==> config.mk <==
export PLATFORM = sky130hd
export DESIGN_NAME = suspend_ctl
export DESIGN_NICKNAME = d
export VERILOG_FILES = /design/src/rtl/suspend_ctl.sv
export SDC_FILE = /design/constraint.sdc
export NUM_CORES = 1
export LEC_CHECK = 0
export ABC_AREA = 1
export ABC_CLOCK_PERIOD_IN_PS = 800
export BUFFER_PORTS_ARGS = -buffer_cell sky130_fd_sc_hd__buf_2
export CORE_AREA = 2 2 39 41
export DETAILED_ROUTE_END_ITERATION = 7
export DIE_AREA = 0 0 41 43
export PLACE_DENSITY = 0.31
export SLEW_MARGIN = 20
export SYNTH_ARGS = -nofsm -noshare
export SYNTH_HDL_FRONTEND = slang
export SYNTH_SLANG_ARGS = --single-unit
export TNS_END_PERCENT = 1
==> constraint.sdc <==
create_clock -name clk -period 0.8 [get_ports clk]
set_input_delay 0 -clock clk [delete_from_list [all_inputs] [get_ports clk]]
set_output_delay 0 -clock clk [all_outputs]
set_load 0.02 [all_outputs]
==> src/rtl/suspend_ctl.sv <==
module suspend_ctl (
  input  logic clk,
  input  logic rst_n,
  input  logic bit_wr,
  input  logic bit_wdata,
  input  logic fast_en,
  input  logic txdma_busy,
  input  logic rxdma_busy,
  input  logic txline_busy,
  input  logic rxline_busy,
  input  logic txbuf_empty,
  output logic hold_pkt,
  output logic hold_dma,
  output logic susp_rd
);

  logic req_q, done_q;
  logic idle, drained;

  assign idle    = !(txdma_busy | rxdma_busy | txline_busy | rxline_busy);
  assign drained = idle && (fast_en || txbuf_empty);

  always_ff @(posedge clk) begin
    if (!rst_n) begin
      req_q  <= 1'b0;
      done_q <= 1'b0;
    end else if (bit_wr) begin
      req_q  <= bit_wdata;
      done_q <= bit_wdata && done_q;
    end else if (req_q && drained) begin
      done_q <= 1'b1;
    end
  end

  assign hold_pkt = req_q;
  assign hold_dma = req_q;
  assign susp_rd  = done_q;

  p_rd_implies_hold_r7: assert property (@(posedge clk) disable iff (!rst_n)
    susp_rd |-> (hold_pkt && hold_dma));

  p_req_raises_hold_r2: assert property (@(posedge clk) disable iff (!rst_n)
    (bit_wr && bit_wdata) |=> (hold_pkt && hold_dma));

  p_release_r6: assert property (@(posedge clk) disable iff (!rst_n)
    (bit_wr && !bit_wdata) |=> (!hold_pkt && !hold_dma && !susp_rd));

  p_ack_needs_idle_r4: assert property (@(posedge clk) disable iff (!rst_n)
    (!susp_rd && (txdma_busy || rxdma_busy || txline_busy || rxline_busy)) |=> !susp_rd);

  p_slow_needs_empty_r5: assert property (@(posedge clk) disable iff (!rst_n)
    (!susp_rd && !fast_en && !txbuf_empty) |=> !susp_rd);

  p_ack_follows_r3: assert property (@(posedge clk) disable iff (!rst_n)
    (hold_pkt && !bit_wr && fast_en && !txdma_busy && !rxdma_busy && !txline_busy && !rxline_busy)
      |=> susp_rd);

endmodule

* Word level (Yosys, flattened, before mapping) *
Index checks and enable logic that the tools add are counted.

operators by class
  bitwise logic cells = 3
  multiply operators = 0
  equality and inequality tests = 0
  add/sub/neg operators = 0
  multiplexer cells = 2
  $lt $le $gt $ge = 0
  divide/modulo/power cells = 0
  shift-type cells = 0
  reduce and logical (&&, ||, !) cells = 6

operators by type and width
  operator            count
  1-bit logical AND   3
  1-bit bitwise OR    3
  1-bit two-way mux   2
  2-bit nonzero test  1
  1-bit logical NOT   1
  1-bit logical OR    1

storage, ports and cells
  register bits after elaboration = 2
  memories kept = 0
  latch bits = 0
  input port bits = 10
  output and inout bits = 3
  bits in read-only memories = 0
  logic and storage cells = 13
  bits in writable memories = 0

* Longest topological paths before layout *
  word-level depth = 8
  gate-level depth with buffers = 5
  gate-level depth less buffers = 5

* Worst setup path before layout *
OpenSTA, ideal clock, no wires.

  kind = reg-to-reg
  start point = reg req_q (netlist: hold_dma)
  end point = reg done_q (netlist: susp_rd)
  library setup time = 0.059 ns
  data arrival time = 0.733 ns
  buffers on the path = 0
  required time = 0.741 ns
  stages on the path, launching flop included = 5
  setup slack = 0.008 ns
  path through = dfxtp_1 -> nand2_2 -> nor2_2 -> nand3_1 -> nand2_1

between the ends
  longest elaborated chain between the ends = 2

RTL lines
  what                          line  source
  start, declared               17    logic req_q, done_q;
  start signal, assigned        28    req_q <= bit_wdata;
  1-bit logical AND             30    end else if (req_q && drained) begin
  2-bit nonzero test (no line)  -
  end signal, assigned          29    done_q <= bit_wdata && done_q;
  end, declared                 17

No other way between the ends.
A chain may end at the register's enable or synchronous reset.

* Worst setup path in the final report *
  start point = reg req_q (netlist: hold_dma)
  end point = out hold_dma

RTL lines
  what           line  source
  end, declared  13    output logic hold_dma,

No word-level cell between the ends.

==> run metrics <==
Most Used Layer, Global Route=met4; fmax=1.414 GHz; Initial Utilization=0.08680; endpoints failing hold=0; Hold WC Path Type=in2reg; Mean Syn Cell Area=6.673 µm²; CP Launch Type=register; Worst Path Required=0.80 ns; r2r startpoint=hold_dma; n_diodes=0; Register Area=41.29 µm²; Clock Tree Root=clkbuf_4; Core Footprint=1384 µm²; Post-CTS Setup Bufs=0; initial antenna violation count=0; CTS Buf Count=3; clock sinks=2; Power, Total=0.0003760 W; pin count of the biggest net entering global routing=4; setup_tns=0 ns; leakage power=0.1244 nW; first drt pass iteration count=1; sequential element share of the synthesized area=0.3333; GRT Total Usage=0.04810; Cell Area, Synth=120.1 µm²; Hold-fix buffers, CTS=0; crit-path cells=buf_2; met1 usage=0.04153; setup violators final=0; synth top area cells=dfxtp_1 (33%), nand2_1 (13%), inv_1 (9.4%), a21boi_0 (6.3%), buf_4 (6.3%); CTS tree=yes; DR iter-0 viols=0; distinct cell type count after synthesis=12; grt ovf=0; CP arrival=0.71 ns; top-area cell type share of the netlist area=0.3333; Synth Warn #=0; PortBufs=12; Mapped Nets=28; IR Drop Worst-Case VDD=0.0004669 V; Area Growth Syn to Fin=80.21%; vias in the first global route=129; MaxCap Viol Count=0; Slew @ Worst Pin=0.1617 ns; drt wl/cell=6.625 µm; DRT Wirelength=318 µm; #FFs+latches synth=2; critical path class=reg2out; die width=41 µm; CTS-repair resized insts=0; antenna violation net count after detailed routing=0; Die Area=1763 µm²; Final Net Count=44; buffers plus inverters on the worst setup path=1; met3 usage=0.03141; Max H-tree Level=1; minimum clock period=0.7073 ns; Mapped Cells=18; multi-input logic area=57.56 µm²; worst hold start=bit_wdata; filler instances=160; Final period util=0.8841; power per cell area=1737 nW/µm²; cell family contributing the most delay on the critical path=flip-flops; share of post-route cells with drive strength above 1=0.5938; met2 Track Usage GR=0.05313; RSZ-0062 raised after global routing=false; dpl hpwl=272 µm; Slew Limit Fails=0; DR vias=149; vias per inst=3.104; post-route clock skew=0.002589 ns; CP peak stage delay=0.33 ns; row cnt=14; clk buf depth=2; Slew HR=0.8912; outcome=finished, final reports clean; first-pass GRT wire length=469 µm; Layout Utilization=0.1564; cell taking the most area after synthesis=dfxtp_1; Crit. End Element=output port; GP Congestion=0.5668; die height=43 µm; clk slew on worst S/H paths=0.03 ns; clk_lat worst skew=0.22 ns; io pins=13; drt drc=0; CP startpoint=hold_dma; CP max-delay cell=dfxtp_2; worst-path fanout max=3
[through the flow]
step | cell area (µm²) | setup WS (ns) | hold WS [ns] | std cells
final | 216.5 | 0.09270 | 0.04801 | 48
after global routing | 216.5 | 0.04035 | 0.05925 | 48
after CTS | 215.2 | 0.04971 | 0.04831 | 48
after detailed placement | 192.7 | 0.1004 | 0.2803 | 45
after global placement | 192.7 | 0.09821 | 0.2872 | 45
after floorplan | 120.1 | 0.007648 | 0.1465 | 18
[final timing paths]
kind,endpoint,slack (ns),depth (start not counted)
setup / recovery,hold_dma,0.09,1
hold / removal,susp_rd,0.05,3
setup reg to reg,susp_rd,0.14,4
hold reg to reg,susp_rd,0.49,2
[logic make-up (layout without fill, tap and decap cells)]
logic type / count (synthesis) / after routing / synth area share
buffers and inverters: 5 / 19 / 0.1875
AND/OR/NAND/NOR: 9 / 9 / 0.3542
AO/OA/AOI/OAI: 2 / 2 / 0.1250
flip-flops: 2 / 2 / 0.3333
[cell usage in the layout (no fill, tap or decap), drive strengths merged]
master   n
buf     12
nand2    5
inv      4
clkbuf   3
nor2     2
dfxtp    2
or2      1
nand3    1
o211ai   1
a21boi   1
[metal layers]
metal  wire [µm]  share of wire
met1         122           0.38
met5           0              0
met3          51           0.16
met2         144           0.45
met4           0              0
[final cells by class]
| class | count | share of cell area |
|---|---|---|
| repair buffers | 12 | 0.2775 |
| multi-input cells | 11 | 0.2659 |
| flip-flops and latches | 2 | 0.1908 |
| clock buffers | 3 | 0.1040 |
| well taps | 16 | 0.09249 |
| inverters | 4 | 0.06936 |
[synthesized netlist by cell type]
master    count
nand2_2       1
nand2_1       4
nand3_1       1
o211ai_1      1
nor2_2        1
or2_0         1
nor2_1        1
dfxtp_1       2
inv_2         1
a21boi_0      1
buf_4         1
inv_1         3
[sequential cells by signal, indices dropped and copies added, names as in the netlist]
name / count
hold_dma: 1
susp_rd: 1
[tightest hold or removal path, delay by kind of cell]
kind / cells / cell delay, ns
AND/OR/NAND/NOR: 1 / 0.06
AO/OA/AOI/OAI: 1 / 0.09
buffers and inverters: 1 / 0.09
[power by group]
part / total [W] / leakage [nW] / internal [W] / switching (W)
Combinational: 0.0000516 / 0.0939 / 0.0000260 / 0.0000256
Clock: 0.000218 / 0.0138 / 0.000165 / 0.0000530
Sequential: 0.000106 / 0.0167 / 0.000104 / 0.00000216
Total: 0.000376 / 0.124 / 0.000295 / 0.0000808
Note: power is estimated with default switching activity, not from simulation.
